### src/rtl/spi_id_reader.sv
module spi_id_reader #(
  parameter int          CLK_DIV = 4,
  parameter logic [7:0]  EXP_MFR = 8'h1F,
  parameter logic [7:0]  OPCODE  = 8'h9F
) (
  input  logic        clk,
  input  logic        rst_n,
  input  logic        start,
  input  logic [2:0]  nbytes,
  input  logic        miso,
  output logic        cs_n,
  output logic        sclk,
  output logic        mosi,
  output logic        busy,
  output logic        done,
  output logic [7:0]  mfr_id,
  output logic [15:0] dev_id,
  output logic [7:0]  ext_len,
  output logic        id_match
);
  localparam int CW = (CLK_DIV > 1) ? $clog2(CLK_DIV) : 1;

  typedef enum logic [1:0] {S_IDLE, S_SETUP, S_SHIFT, S_STOP} st_t;

  st_t         st;
  logic [CW-1:0] cnt;
  logic [5:0]  bidx, last_idx, nxt;
  logic [2:0]  nb_q, nb_c;
  logic [31:0] rx, aligned;
  logic [5:0]  sh;
  logic        tick;

  assign tick    = (cnt == CW'(CLK_DIV - 1));
  assign nb_c    = (nbytes == 3'd0) ? 3'd1 : ((nbytes > 3'd4) ? 3'd4 : nbytes);
  assign sh      = {3'd4 - nb_q, 3'b000};
  assign aligned = rx << sh;
  assign nxt     = bidx + 6'd1;
  assign busy    = (st != S_IDLE);

  always_ff @(posedge clk or negedge rst_n) begin
    if (!rst_n) begin
      st       <= S_IDLE;
      cnt      <= '0;
      bidx     <= '0;
      last_idx <= '0;
      nb_q     <= 3'd1;
      rx       <= '0;
      cs_n     <= 1'b1;
      sclk     <= 1'b1;
      mosi     <= 1'b0;
      done     <= 1'b0;
      mfr_id   <= '0;
      dev_id   <= '0;
      ext_len  <= '0;
      id_match <= 1'b0;
    end else begin
      done <= 1'b0;
      if (st == S_IDLE) cnt <= '0;
      else              cnt <= tick ? '0 : cnt + CW'(1);
      case (st)
        S_IDLE: if (start) begin
          st       <= S_SETUP;
          cs_n     <= 1'b0;
          nb_q     <= nb_c;
          last_idx <= {nb_c, 3'b111};
          bidx     <= '0;
          rx       <= '0;
        end
        S_SETUP: if (tick) begin
          sclk <= 1'b0;
          mosi <= OPCODE[7];
          st   <= S_SHIFT;
        end
        S_SHIFT: if (tick) begin
          if (!sclk) begin
            sclk <= 1'b1;
            if (bidx >= 6'd8) rx <= {rx[30:0], miso};
          end else if (bidx == last_idx) begin
            sclk     <= 1'b0;
            cs_n     <= 1'b1;
            mosi     <= 1'b0;
            done     <= 1'b1;
            st       <= S_STOP;
            mfr_id   <= aligned[31:24];
            dev_id   <= aligned[23:8];
            ext_len  <= aligned[7:0];
            id_match <= (aligned[31:24] == EXP_MFR);
          end else begin
            bidx <= nxt;
            sclk <= 1'b0;
            mosi <= (nxt < 6'd8) ? OPCODE[~nxt[2:0]] : 1'b0;
          end
        end
        S_STOP: if (tick) begin
          sclk <= 1'b1;
          st   <= S_IDLE;
        end
        default: st <= S_IDLE;
      endcase
    end
  end
endmodule

### config.mk
export PLATFORM = sky130hd
export DESIGN_NAME = spi_id_reader
export DESIGN_NICKNAME = d
export VERILOG_FILES = /design/src/rtl/spi_id_reader.sv
export SDC_FILE = /design/constraint.sdc
export NUM_CORES = 1
export LEC_CHECK = 0
export ABC_CLOCK_PERIOD_IN_PS = 6800
export CAP_MARGIN = 25
export CELL_PAD_IN_SITES_DETAIL_PLACEMENT = 1
export CELL_PAD_IN_SITES_GLOBAL_PLACEMENT = 1
export CORE_MARGIN = 2
export CORE_UTILIZATION = 55
export CTS_CLUSTER_SIZE = 12
export DETAILED_ROUTE_END_ITERATION = 16
export DONT_BUFFER_PORTS = 1
export HOLD_SLACK_MARGIN = 0.02
export PLACE_DENSITY = 0.9
export SLEW_MARGIN = 10
export SYNTH_ARGS = -nofsm -noshare
export SYNTH_HDL_FRONTEND = slang
export SYNTH_SLANG_ARGS = --single-unit
### constraint.sdc
create_clock -name clk -period 6.8 [get_ports clk]
set_clock_uncertainty 0.15 [all_clocks]
set_input_delay 1.7 -clock clk [delete_from_list [all_inputs] [get_ports clk]]
set_output_delay 1.7 -clock clk [all_outputs]
set_load 0.005 [all_outputs]
**After elaboration in Yosys (flattened, before gate mapping)**

Memories as Yosys holds them, arrays and structs flattened.
Cells that the tools add are included.
W data, S select, Z words.

- Bits in registers: 88
- Memories kept: 1
- Output and inout bits: 38
- Word-level logic and storage cells: 94
- ROM bits: 8

- Add/subtract/negate cells: 3
- Reductions and logical operators: 14
- $lt $le $gt $ge: 4
- Mux-type cells: 41
- Bitwise gates (word level): 1
- Equality and inequality tests: 15
- Shift operators: 1

Memory list:

| name | depth | bits a word | rd ports | clocked after Yosys merged registers in | wr ports | RTL line | source |
|---|---|---|---|---|---|---|---|
| (no name shown) | 8 | 1 | 1 | 0 | 0 | 91 | `mosi <= (nxt < 6'd8) ? OPCODE[~nxt[2:0]] : 1'b0;` |

Operators by type and width:

| operator | number |
|---|---|
| $mux W32 | 4 |
| $pmux W32 S2 | 1 |
| $shl A32 B6 Y32 | 1 |
| $mux W6 | 4 |
| $ne A2 B2 Y1 const B | 9 |
| $mux W1 | 17 |
| $mux W2 | 8 |
| $reduce_and A5 Y1 | 3 |
| $pmux W6 S2 | 1 |
| $reduce_and A4 Y1 | 3 |
| $eq A8 B5 Y1 const B | 1 |
| $pmux W2 S4 | 1 |
| $add A6 B1 Y6 const B | 1 |
| $eq A2 B2 Y1 const B | 3 |
| $eq A6 B6 Y1 | 1 |
| $ge A6 B4 Y1 const B | 1 |
| $lt A6 B4 Y1 const B | 1 |
| $mux W3 | 2 |
| $reduce_and A6 Y1 | 1 |
| $reduce_bool A2 Y1 | 3 |
| $lt A3 B4 Y1 const B | 1 |
| $pmux W1 S2 | 2 |
| $gt A3 B3 Y1 const B | 1 |
| $logic_not A3 Y1 | 1 |
| other kinds (8) | 8 |

**Longest topological paths before layout**

- Word-level depth: 9
- Depth in mapped cells: 10
- Gate-level depth less buffers: 7

**Worst setup path after synthesis**

OpenSTA, ideal clock, no wires.

- Kind: input -> register
- From: input start
- To: register bidx[1]
- Path slack: 3,712 ps
- Arrival time: 2,812 ps
- Stages on the path: 5
- Data required time: 6,524 ps
- Cells stage by stage: nand2b_1 -> a21boi_1 -> o21ai_0 -> and2_1 -> a311o_1

- Cells in the longest elaborated chain, start to end: 2

Ends and longest elaborated chain:

| element | RTL line | source |
|---|---|---|
| start: declaration | 8 | `input logic start,` |
| $ne A2 B2 Y1 (no line) | -- |  |
| $reduce_and A5 Y1 (no line) | -- |  |
| end signal: assignment | 89 | `bidx <= nxt;` |
| end: declaration | 27 | `logic [5:0] bidx, last_idx, nxt;` |

Every way passes these cells.
A chain may end at the register's enable or synchronous reset.

**Final worst setup path**

- From: register nb_q[0]
- To: register id_match

- Cells in the longest elaborated chain, start to end: 3

Ends and longest elaborated chain:

| element | RTL line | source |
|---|---|---|
| start: declaration | 28 | `logic [2:0] nb_q, nb_c;` |
| start signal: assignment | 64 | `nb_q <= nb_c;` |
| $sub A3 B3 Y3 | 35 | `assign sh = {3'd4 - nb_q, 3'b000};` |
| $shl A32 B6 Y32 | 36 | `assign aligned = rx << sh;` |
| $eq A8 B5 Y1 | 87 | `id_match <= (aligned[31:24] == EXP_MFR);` |
| end signal: assignment | 87 |  |
| end: declaration | 19 | `output logic id_match` |

Every way passes these cells.

==> impl_metrics.py <==
metrics = {
    "setup_path": {
        "worstSetupPathType": "reg -> reg",
        "worst-r2r-setup-slack_ns": 3.42,
        "reg2reg_to": "id_match$_DFFE_PN0P_",
        "reg2regPathDepth": 6,
        "worst_setup_path_start_kind": "flop",
        "end_kind": "flop",
        "cp.required_ns": 6.94,
        "arrival_ns": 3.52,
        "r2r-start": "nb_q[0]$_DFFE_PN1P_",
        "cp_max_fo": 27,
    },
    "final_layout": {
        "n_antenna_cell": 0,
        "fin_util": 0.600,
        "drive_above_1_share": 0.128,
        "nets": 331,
        "area_growth_pct": 6.93,
        "final_cells": 420,
    },
    "clocking": {
        "postCtsSetupBuffers": 0,
        "htreeDepth": 3,
        "postCtsHoldBufs": 0,
        "clk_pin_slew_worst_paths_ns": 0.09,
        "cts_tree": "done",
        "clock-root-buffer": "clkbuf_8",
        "clock_path_buffers": 2,
        "cts_resized": 0,
        "clkSinkCount": 84,
        "clk_latency_ns": 0.35,
        "cts_made_buffers": 9,
    },
    "synthesis": {
        "synth_largest_area_cell": "dfrtp_1",
        "ys_top_cells_by_count": "dfrtp_1 (81), a22o_1 (32), a32o_1 (32), nand2_1 (20), o21ai_0 (15)",
        "ys_warn_count": 0,
        "synthFlopType": "dfrtp_1",
        "async_flop_share": 1.00,
        "synth_cells": 329,
        "synth_top_area_frac": 0.506,
        "synth-edff-count": 0,
        "syn_area_per_cell_um2": 12.2,
        "yosysMostFrequentCell": "dfrtp_1",
        "synth_area_leaders": "dfrtp_1 (51%), a32o_1 (8.0%), a22o_1 (7.0%)",
        "synth_cell_types": 44,
        "synth_area_mm2": 0.00401,
        "synthesis.nets": 344,
        "ys_ff_latch": 84,
        "ys_seq_area_frac": 0.525,
    },
    "sta": {
        "tightestPinTransition_ns": 0.694,
        "slew_viol_final": 0,
        "hold_violations": 0,
        "tns_ns": 0,
        "grt_setup_unrepaired": "no",
        "period_share": 0.497,
        "finalCriticalPeriod_ns": 3.38,
        "maxSlewHeadroom": 0.538,
        "fmax_ghz": 0.296,
        "setup_viol": 0,
    },
    "hold_path": {
        "hold_end": "cnt[0]$_DFF_PN0_",
        "min_from": "cnt[0]$_DFF_PN0_",
        "worstHoldPathCells": 1,
        "hold_path_class": "reg -> reg",
    },
    "die": {
        "row_count": 31,
        "die_h_um": 89.4,
        "die_w_um": 89.4,
        "design.die.area_mm2": 0.00799,
        "ioPinCount": 45,
        "coreArea_mm2": 0.00714,
        "initial_core_util": 0.562,
    },
    "power_and_ir_drop": {
        "vdd_drop_max_uv": 205,
        "p_leak_nw": 1.91,
        "p_per_area_mw_per_mm2": 349,
    },
    "route": {
        "wl_per_cell_um": 23.0,
        "drtAntennaViolNets": 0,
        "totalWireLength_um": 9660,
        "num_vias": 2776,
        "drc": 0,
        "drtPass1Iterations": 4,
        "dr.first_iter.drc_count": 170,
        "via_per_inst": 6.61,
    },
    "run_status": {
        "status": "finished clean",
    },
    "placed_design": {
        "place_inst": 404,
        "dpl.hpwl_um": 6710,
        "gp_congestion": 0.805,
        "io_buffers": 0,
    },
    "global_routing": {
        "antenna_found_initial": 0,
        "globalRouteTotalUtil": 0.252,
        "grt_pass1_wl_um": 15100,
        "grt_pass1_vias": 2862,
        "overflow": 0,
        "grt_max_degree": 85,
    },
    "flow_run": {
        "max_cap_viol_count": 0,
    },
}
-- how the worst max path moves through the flow --
| stage | startpoint | endpoint |
|---|---|---|
| after floorplan | start | bidx[1]$_DFFE_PN0P_ |
| after global placement | start | rx[23]$_DFFE_PN0P_ |
| after detailed placement | start | bidx[1]$_DFFE_PN0P_ |
| after CTS | nb_q[0]$_DFFE_PN1P_ | id_match$_DFFE_PN0P_ |
| after global routing | nb_q[0]$_DFFE_PN1P_ | id_match$_DFFE_PN0P_ |
| final | nb_q[0]$_DFFE_PN1P_ | id_match$_DFFE_PN0P_ |
-- per-layer routing --
metal,vias to the layer above,global-route usage,share of wire
li1,1242,-,-
met1,1451,0.335,0.43
met2,77,0.415,0.51
met3,6,0.0517,0.049
met4,0,0.0855,0.0099
met5,-,0,0
-- kinds of logic (layout without fill, tap and decap cells) --
group	after synthesis	after routing	synth area share
XOR/XNOR	6	6	0.0131
AO/OA/AOI/OAI	107	107	0.220
flip-flops	84	84	0.525
adder cells (fa/ha/maj)	8	8	0.0250
buffers and inverters	37	29	0.0409
multiplexers	28	28	0.0962
AND/OR/NAND/NOR	59	59	0.0796
-- state kept, by name, summed over array words and instances, names as in the netlist --
name / cells
dev_id: 16
id_match: 1
nb_q: 1
mfr_id: 8
bidx: 6
ext_len: 8
rx: 32
st: 2
cnt: 2
mosi: 1
cs_n: 1
last_idx: 4
done: 1
sclk: 1
-- where the power goes --
part / leakage [nW] / switching (mW) / internal (mW) / total [mW]
clock: 0.107 / 0.183 / 0.183 / 0.366
combinational: 0.659 / 0.314 / 0.183 / 0.497
sequential: 1.14 / 0.0858 / 0.545 / 0.631
total: 1.91 / 0.583 / 0.911 / 1.49
-- worst max-delay path, stage by stage, from the launching register on --
cell	delay, ns
dfstp_2	0.97
inv_1	0.22
ha_1	0.71
mux4_2	0.44
or3b_1	0.41
nor4b_2	0.23
mux2_2	0.18
-- cells in the final DEF (no fill, tap or decap), types with 4 or more instances in the layout --
cell type,netlist,routed
o21ai_0,15,15
inv_1,8,8
clkbuf_8,0,10
nor2b_1,5,5
mux2_2,12,12
xor2_1,4,4
and2_1,5,5
nand3_1,4,4
ha_1,8,8
a32o_1,32,32
a21oi_1,9,9
mux4_1,4,4
nand2_1,20,20
a22o_1,32,32
nor3_1,4,4
mux2i_1,10,10
dfrtp_1,81,81
nand2b_1,4,4
-- final cells by class --
class | instances | area [um^2]
Fill cell | 745 | 2850
Inverter | 8 | 30.0
Tap cell | 99 | 124
Clock buffer | 10 | 138
Clock inverter | 6 | 70.1
Sequential cell | 84 | 2110
Multi-Input combinational cell | 208 | 1740
Timing Repair Buffer | 5 | 77.6
-- metrics by stage --
stage | cell area [um^2] | setup WS [ns] | hold slack, ns | power (mW)
6_report | 4290 | 3.42 | 0.305 | 1.49
5_1_grt | 4290 | 3.30 | 0.320 | 1.58
4_1_cts | 4290 | 3.43 | 0.310 | 1.50
3_5_place_dp | 4080 | 3.47 | 0.292 | 1.13
3_3_place_gp | 4020 | 3.47 | 0.272 | 1.10
2_1_floorplan | 4010 | 3.71 | 0.258 | 1.03
(Power assumes the default switching activity.)
